[config.mk]
export PLATFORM = sky130hd
export DESIGN_NAME = dif_split_butterfly
export DESIGN_NICKNAME = d
export VERILOG_FILES = /design/src/rtl/sbf_pkg.sv /design/src/rtl/sbf_addsub.sv /design/src/rtl/sbf_cmul.sv /design/src/rtl/sbf_scratch.sv /design/src/rtl/dif_split_butterfly.sv
export SDC_FILE = /design/constraint.sdc
export NUM_CORES = 2
export LEC_CHECK = 0
export BUFFER_PORTS_ARGS = -buffer_cell sky130_fd_sc_hd__buf_2
export CAP_MARGIN = 20
export CORE_MARGIN = 2
export CORE_UTILIZATION = 65
export CTS_CLUSTER_DIAMETER = 200
export DETAILED_ROUTE_END_ITERATION = 8
export MAX_ROUTING_LAYER = met4
export PLACE_DENSITY = 0.83
export SYNTH_ARGS = -nofsm -noshare
export SYNTH_HDL_FRONTEND = slang
export SYNTH_HIERARCHICAL = 1
export SYNTH_SLANG_ARGS = --single-unit
[constraint.sdc]
create_clock -name clk -period 0.85 [get_ports clk]
set_input_delay 0 -clock clk [delete_from_list [all_inputs] [get_ports clk]]
set_output_delay 0 -clock clk [all_outputs]
set_load 0.05 [all_outputs]
[src/rtl/sbf_pkg.sv]
`timescale 1ns/1ps
package sbf_pkg;
  typedef enum logic {
    MODE_DEFER  = 1'b0,
    MODE_DIRECT = 1'b1
  } sbf_mode_e;
  localparam int LANES = 2;  // real and imaginary
endpackage

[src/rtl/sbf_addsub.sv]
`timescale 1ns/1ps
module sbf_addsub #(
  parameter int DW = 16
) (
  input  logic signed [sbf_pkg::LANES-1:0][DW-1:0] x_i,
  input  logic signed [sbf_pkg::LANES-1:0][DW-1:0] y_i,
  output logic signed [sbf_pkg::LANES-1:0][DW-1:0] s_o,
  output logic signed [sbf_pkg::LANES-1:0][DW-1:0] d_o
);
  for (genvar g = 0; g < sbf_pkg::LANES; g++) begin : g_lane
    logic signed [DW:0] wide_s;
    logic signed [DW:0] wide_d;
    always_comb begin
      wide_s = {x_i[g][DW-1], x_i[g]} + {y_i[g][DW-1], y_i[g]};
      wide_d = {x_i[g][DW-1], x_i[g]} - {y_i[g][DW-1], y_i[g]};
      s_o[g] = wide_s[DW:1];
      d_o[g] = wide_d[DW:1];
    end
  end
endmodule

[src/rtl/sbf_cmul.sv]
`timescale 1ns/1ps
module sbf_cmul #(
  parameter int DW = 16,
  parameter int TW = 16
) (
  input  logic                 clk,
  input  logic                 rst_n,
  input  logic                 in_vld,
  input  logic signed [DW-1:0] a_re,
  input  logic signed [DW-1:0] a_im,
  input  logic signed [TW-1:0] w_re,
  input  logic signed [TW-1:0] w_im,
  output logic                 out_vld,
  output logic signed [DW-1:0] p_re,
  output logic signed [DW-1:0] p_im
);
  localparam int FRAC = TW - 1;
  localparam int PW   = DW + TW + 1;
  localparam logic signed [PW-1:0] HALF = PW'(1) << (FRAC - 1);

  logic signed [PW-1:0] acc_re, acc_im, rnd_re, rnd_im, sh_re, sh_im;
  logic signed [DW-1:0] p_re_d, p_im_d;
  logic                 vld_q;
  logic signed [DW-1:0] p_re_q, p_im_q;

  always_comb begin
    acc_re = PW'(a_re) * PW'(w_re) - PW'(a_im) * PW'(w_im);
    acc_im = PW'(a_re) * PW'(w_im) + PW'(a_im) * PW'(w_re);
    rnd_re = acc_re + HALF;
    rnd_im = acc_im + HALF;
    sh_re  = rnd_re >>> FRAC;
    sh_im  = rnd_im >>> FRAC;
    p_re_d = sh_re[DW-1:0];
    p_im_d = sh_im[DW-1:0];
  end

  always_ff @(posedge clk or negedge rst_n) begin
    if (!rst_n) vld_q <= 1'b0;
    else        vld_q <= in_vld;
  end

  always_ff @(posedge clk) begin
    if (in_vld) begin
      p_re_q <= p_re_d;
      p_im_q <= p_im_d;
    end
  end

  assign out_vld = vld_q;
  assign p_re    = p_re_q;
  assign p_im    = p_im_q;

  assert_mul_latency_R4: assert property (@(posedge clk) disable iff (!rst_n)
    in_vld |=> out_vld);
  assert_mul_quiet_R1: assert property (@(posedge clk) disable iff (!rst_n)
    !in_vld |=> !out_vld);
endmodule

[src/rtl/sbf_scratch.sv]
`timescale 1ns/1ps
module sbf_scratch #(
  parameter int DW    = 16,
  parameter int DEPTH = 16,
  parameter int AW    = $clog2(DEPTH)
) (
  input  logic                 clk,
  input  logic                 rst_n,
  input  logic [AW-1:0]        addr,
  input  logic                 put,
  input  logic                 take,
  input  logic signed [DW-1:0] wr_re,
  input  logic signed [DW-1:0] wr_im,
  output logic                 hit,
  output logic signed [DW-1:0] rd_re,
  output logic signed [DW-1:0] rd_im
);
  logic [DW-1:0]    mem_re [DEPTH];
  logic [DW-1:0]    mem_im [DEPTH];
  logic [DEPTH-1:0] occ_q, occ_d;

  always_comb begin
    hit   = take & occ_q[addr];
    rd_re = mem_re[addr];
    rd_im = mem_im[addr];
    occ_d = occ_q;
    if (put)       occ_d[addr] = 1'b1;
    else if (take) occ_d[addr] = 1'b0;
  end

  always_ff @(posedge clk or negedge rst_n) begin
    if (!rst_n) occ_q <= '0;
    else        occ_q <= occ_d;
  end

  always_ff @(posedge clk) begin
    if (put) begin
      mem_re[addr] <= wr_re;
      mem_im[addr] <= wr_im;
    end
  end

  assert_park_marks_R5: assert property (@(posedge clk) disable iff (!rst_n)
    put |=> occ_q[$past(addr)]);
  assert_flush_frees_R7: assert property (@(posedge clk) disable iff (!rst_n)
    (take && !put) |=> !occ_q[$past(addr)]);
  assert_idle_keeps_R3: assert property (@(posedge clk) disable iff (!rst_n)
    (!take && !put) |=> $stable(occ_q));
endmodule

[src/rtl/dif_split_butterfly.sv]
`timescale 1ns/1ps
module dif_split_butterfly #(
  parameter int DW    = 16,
  parameter int TW    = 16,
  parameter int DEPTH = 16,
  parameter int AW    = $clog2(DEPTH)
) (
  input  logic                 clk,
  input  logic                 rst_n,
  input  logic                 in_valid,
  input  logic                 mode,
  input  logic                 flush,
  input  logic [AW-1:0]        addr,
  input  logic signed [DW-1:0] x_re,
  input  logic signed [DW-1:0] x_im,
  input  logic signed [DW-1:0] y_re,
  input  logic signed [DW-1:0] y_im,
  input  logic signed [TW-1:0] tw_re,
  input  logic signed [TW-1:0] tw_im,
  output logic                 sum_valid,
  output logic signed [DW-1:0] sum_re,
  output logic signed [DW-1:0] sum_im,
  output logic                 prod_valid,
  output logic signed [DW-1:0] prod_re,
  output logic signed [DW-1:0] prod_im
);
  import sbf_pkg::*;

  // reset: asserted asynchronously, released on a clock edge
  logic rst_meta, rst_n_s;
  always_ff @(posedge clk or negedge rst_n) begin
    if (!rst_n) begin
      rst_meta <= 1'b0;
      rst_n_s  <= 1'b0;
    end else begin
      rst_meta <= 1'b1;
      rst_n_s  <= rst_meta;
    end
  end

  sbf_mode_e mode_e;
  logic signed [LANES-1:0][DW-1:0] xv, yv, sv, dv;
  logic                 direct, put, take, hit, mul_vld;
  logic signed [DW-1:0] park_re, park_im, mop_re, mop_im;
  logic                 sum_vld_q;
  logic signed [DW-1:0] sum_re_q, sum_im_q;

  always_comb begin
    mode_e  = sbf_mode_e'(mode);
    xv      = {x_im, x_re};
    yv      = {y_im, y_re};
    direct  = (mode_e == MODE_DIRECT);
    put     = in_valid & ~direct;
    take    = ~direct & (in_valid | flush);
    mul_vld = (in_valid & direct) | hit;
    mop_re  = direct ? dv[0] : park_re;
    mop_im  = direct ? dv[1] : park_im;
  end

  sbf_addsub #(.DW(DW)) u_addsub (
    .x_i(xv), .y_i(yv), .s_o(sv), .d_o(dv)
  );

  sbf_scratch #(.DW(DW), .DEPTH(DEPTH), .AW(AW)) u_scratch (
    .clk(clk), .rst_n(rst_n_s), .addr(addr), .put(put), .take(take),
    .wr_re(dv[0]), .wr_im(dv[1]), .hit(hit), .rd_re(park_re), .rd_im(park_im)
  );

  sbf_cmul #(.DW(DW), .TW(TW)) u_cmul (
    .clk(clk), .rst_n(rst_n_s), .in_vld(mul_vld),
    .a_re(mop_re), .a_im(mop_im), .w_re(tw_re), .w_im(tw_im),
    .out_vld(prod_valid), .p_re(prod_re), .p_im(prod_im)
  );

  always_ff @(posedge clk or negedge rst_n_s) begin
    if (!rst_n_s) sum_vld_q <= 1'b0;
    else          sum_vld_q <= in_valid;
  end

  always_ff @(posedge clk) begin
    if (in_valid) begin
      sum_re_q <= sv[0];
      sum_im_q <= sv[1];
    end
  end

  assign sum_valid = sum_vld_q;
  assign sum_re    = sum_re_q;
  assign sum_im    = sum_im_q;

  assert_sum_latency_R2: assert property (@(posedge clk) disable iff (!rst_n_s)
    in_valid |=> sum_valid);
  assert_idle_quiet_R1: assert property (@(posedge clk) disable iff (!rst_n_s)
    (!in_valid && !flush) |=> (!sum_valid && !prod_valid));
  assert_direct_prod_R3: assert property (@(posedge clk) disable iff (!rst_n_s)
    (in_valid && mode) |=> prod_valid);
  assert_direct_flush_ignored_R9: assert property (@(posedge clk) disable iff (!rst_n_s)
    (mode && !in_valid) |=> !prod_valid);
endmodule

==> reports/metrics.csv <==
metric;value;unit
status;finished with violations;
violations;hold timing, setup timing;
maxCapViolCount;0;
nets;8059;
hold_viol;4;
synth-async-reset-ratio;0.0336;
use_met2;0.672;
synth_area_leaders;fa_1, edfxtp_1, inv_1;
regArea;17800;sq um
fmax;0.116;GHz
rsz0062_at_grt;yes;
multi_input_area;42100;sq um
clk-insertion-delay-late;0.72;ns
clock_sinks;596;
min_path_type;input pin to flop;
drcViolationCount;0;
grt_max_degree;30;
ys_ff_latch;596;
dpl_cell_area;73400;sq um
die_area;101000;sq um
cp-end-kind;flop;
wl_per_cell;27.6;um
syn-cell-area;64100;sq um
dp.cells;7601;
synth_ff_type;edfxtp_1;
grt_overflow;0;
slew_violations;0;
htree_num_levels;2;
grt_util_met3;0.112;
grt_usage;0.427;
ios;171;
yosys.area.top_type;fa_1;
ant_nets;0;
grt_pass1_vias;52600;
routed-via-count;48600;
cts_buffers;60;
min_period;8.65;ns
clkSlewWorstSetupHoldPaths;0.06;ns
fin_skew;0.0517;ns
hold_buffers;15;
cts_tree;built;
n_fill_cell;5089;
first_pass_iters;6;
grt_pass1_wl;310;mm
netlist_instances;5597;
clockBufferDepth;3;
initialDrtViolationCount;5712;
utilization;0.798;
hpwl;146;mm
grt_use_met1;0.491;
num_rows;115;
path_max_fanout;7;
synth_cell_types;86;
initial_core_util;0.654;
crit_required;1.26;ns
synth_nets;7175;
drive_above_1_share;0.265;
setup_viol;1126;
synth-edff-count;576;
cp.arrival;9.06;ns
design_area;78200;sq um
finalWorstSetupSlack;-7.80;ns
totalWireLength;216;mm
synth_top_area_share;0.351;
worst_pin_slew;0.712;ns
finalNonFillerCells;7822;
max_slew_margin;0.513;
die_w;318;um
coreArea;98000;sq um
fin_crit_sh;10.2;
gp_congestion;1.02;
via_per_inst;6.21;
avgSynthCellArea;11.4;sq um
area.growth.synth_to_final;22.1;%
root_buffer;clkbuf_16;
gr-max-usage-layer;met2;
place.port_buffers;170;
yosysWarnings;6;
hold_slack;-0.104;ns
antenna_found_initial;14;
die_h;318;um
synth-seq-area-share;0.278;
crit_type;flop to flop;
start_kind;flop;
[metrics by stage]
step	setup TNS (ns)	worst slack [ns]
3_3_place_gp	-1341.12	-8.03
2_1_floorplan	-1211.71	-7.74
6_report	-731.41	-7.80
3_5_place_dp	-1400.58	-8.30
4_1_cts	-626.60	-7.47
5_1_grt	-731.98	-7.95
[kinds of logic (layout without fill, tap and decap cells)]
logic type | after synthesis | count (layout) | share of synthesized area
buffers and inverters | 1606 | 2528 | 0.0966
AOI/OAI and AO/OA | 334 | 334 | 0.0358
xor gates and xnor gates | 141 | 141 | 0.0193
DFF | 596 | 596 | 0.278
other | 1 | 16 | 0.0000585
muxes | 167 | 168 | 0.0537
adders and majority gates | 1473 | 1473 | 0.419
and+or+nand+nor | 1279 | 1279 | 0.0973
[flip-flops by register name (all words and copies together) (netlist names), named ones only]
name	flops
sum_im	16
rst_meta	1
u_cmul/p_im	16
u_cmul/out_vld	1
rst_n_s	1
u_cmul/p_re	16
u_scratch/mem_im	256
u_scratch/mem_re	256
sum_re	16
sum_valid	1
[cells in the final DEF (no fill, tap or decap), types with 34 or more instances in the layout]
cell / netlist / routed
a21oi_1: 65 / 34
a22oi_1: 65 / 40
and2_1: 430 / 408
buf_12: 2 / 110
buf_2: 29 / 155
buf_4: 1 / 725
buf_6: 12 / 71
clkbuf_16: 0 / 63
edfxtp_1: 576 / 576
fa_1: 1124 / 1078
fa_2: 0 / 46
ha_1: 349 / 308
ha_4: 0 / 36
inv_1: 1332 / 1270
inv_2: 1 / 55
mux4_2: 130 / 130
nand2_1: 600 / 580
nand2b_1: 48 / 43
nor2_1: 109 / 84
o21ai_0: 64 / 49
xnor2_1: 109 / 97
[synthesized netlist by cell type (11+ instances only)]
library cell and count:
buf_6 12, xor2_1 32, nand2_1 600, nor3_1 19, nor2b_1 13, buf_2 29
edfxtp_1 576, xnor2_1 109, and2_1 430, a22oi_1 65, a21oi_1 65, mux2_4 27
o21ai_0 64, ha_1 349, nand2b_1 48, inv_1 1332, nand3_1 11, mux4_2 130
nor2_1 109, clkbuf_1 226, dfrtp_1 20, fa_1 1124, a21o_1 35
[final timing paths]
path / depth (start not counted) / from / slack [ns] / endpoint
worst max-delay path: 26 / u_scratch/mem_im[11][8]$_DFFE_PP_ / -7.80 / u_cmul/p_re[10]$_DFFE_PP_
worst min-delay path: 3 / y_im[1] / -0.10 / sum_im[0]$_DFFE_PP_
worst max register to register: 26 / u_scratch/mem_im[11][8]$_DFFE_PP_ / -7.80 / u_cmul/p_re[10]$_DFFE_PP_
worst min register to register: 1 / rst_n_s$_DFF_PN0_ / 0.19 / asynchronous set/reset pin
max in group asynchronous: 1 / rst_n_s$_DFF_PN0_ / 0.46 / asynchronous set/reset pin
min in group asynchronous: 3 / rst_n / 0.16 / rst_n_s$_DFF_PN0_
[layout make-up]
| type | instances | share of cell area |
|---|---|---|
| multi-input combinational | 3396 | 0.538 |
| sequential | 596 | 0.227 |
| timing repair buffer | 1094 | 0.124 |
| inverter | 1333 | 0.0643 |
| tap | 1287 | 0.0206 |
| clock buffer | 71 | 0.0197 |
| clock inverter | 30 | 0.00510 |
| antenna | 15 | 0.000480 |
[worst max-delay path: stages, from the launching register on]
cell and delay [ns]:
edfxtp_1 0.47, mux4_2 0.52, a22oi_1 0.22, nand2_1 0.11
mux2_4 0.42, buf_6 0.17, buf_4 0.15, and2_1 0.15
fa_1 0.50, inv_1 0.06, fa_1 0.49, fa_2 0.60
fa_1 0.45, fa_1 0.61, fa_2 0.46, fa_1 0.52
inv_2 0.05, fa_1 0.54, inv_2 0.06, ha_4 0.27
and3_4 0.20, nand3_4 0.08, or3b_1 0.39, o211ai_2 0.29
a2111oi_4 0.13, o41ai_2 0.36, xor2_1 0.11
[routing by layer]
metal,part of all wire,vias to the layer above
met5,0,-
met4,0.092,0
met3,0.13,1423
met2,0.47,4069
met1,0.31,24100
li1,-,19000
[repair_timing]
action | in CTS | in global routing
resized for setup | 255 | 215
setup endpoints to repair | 1103 | 1119
pin swaps | 123 | 122
setup buffers | 58 | 39
hold endpoints to repair | 33 | 3
cloned | 6 | 4
Power is not shown: default switching activity piles up to over one toggle a cycle in this logic, so the estimate is an artifact.
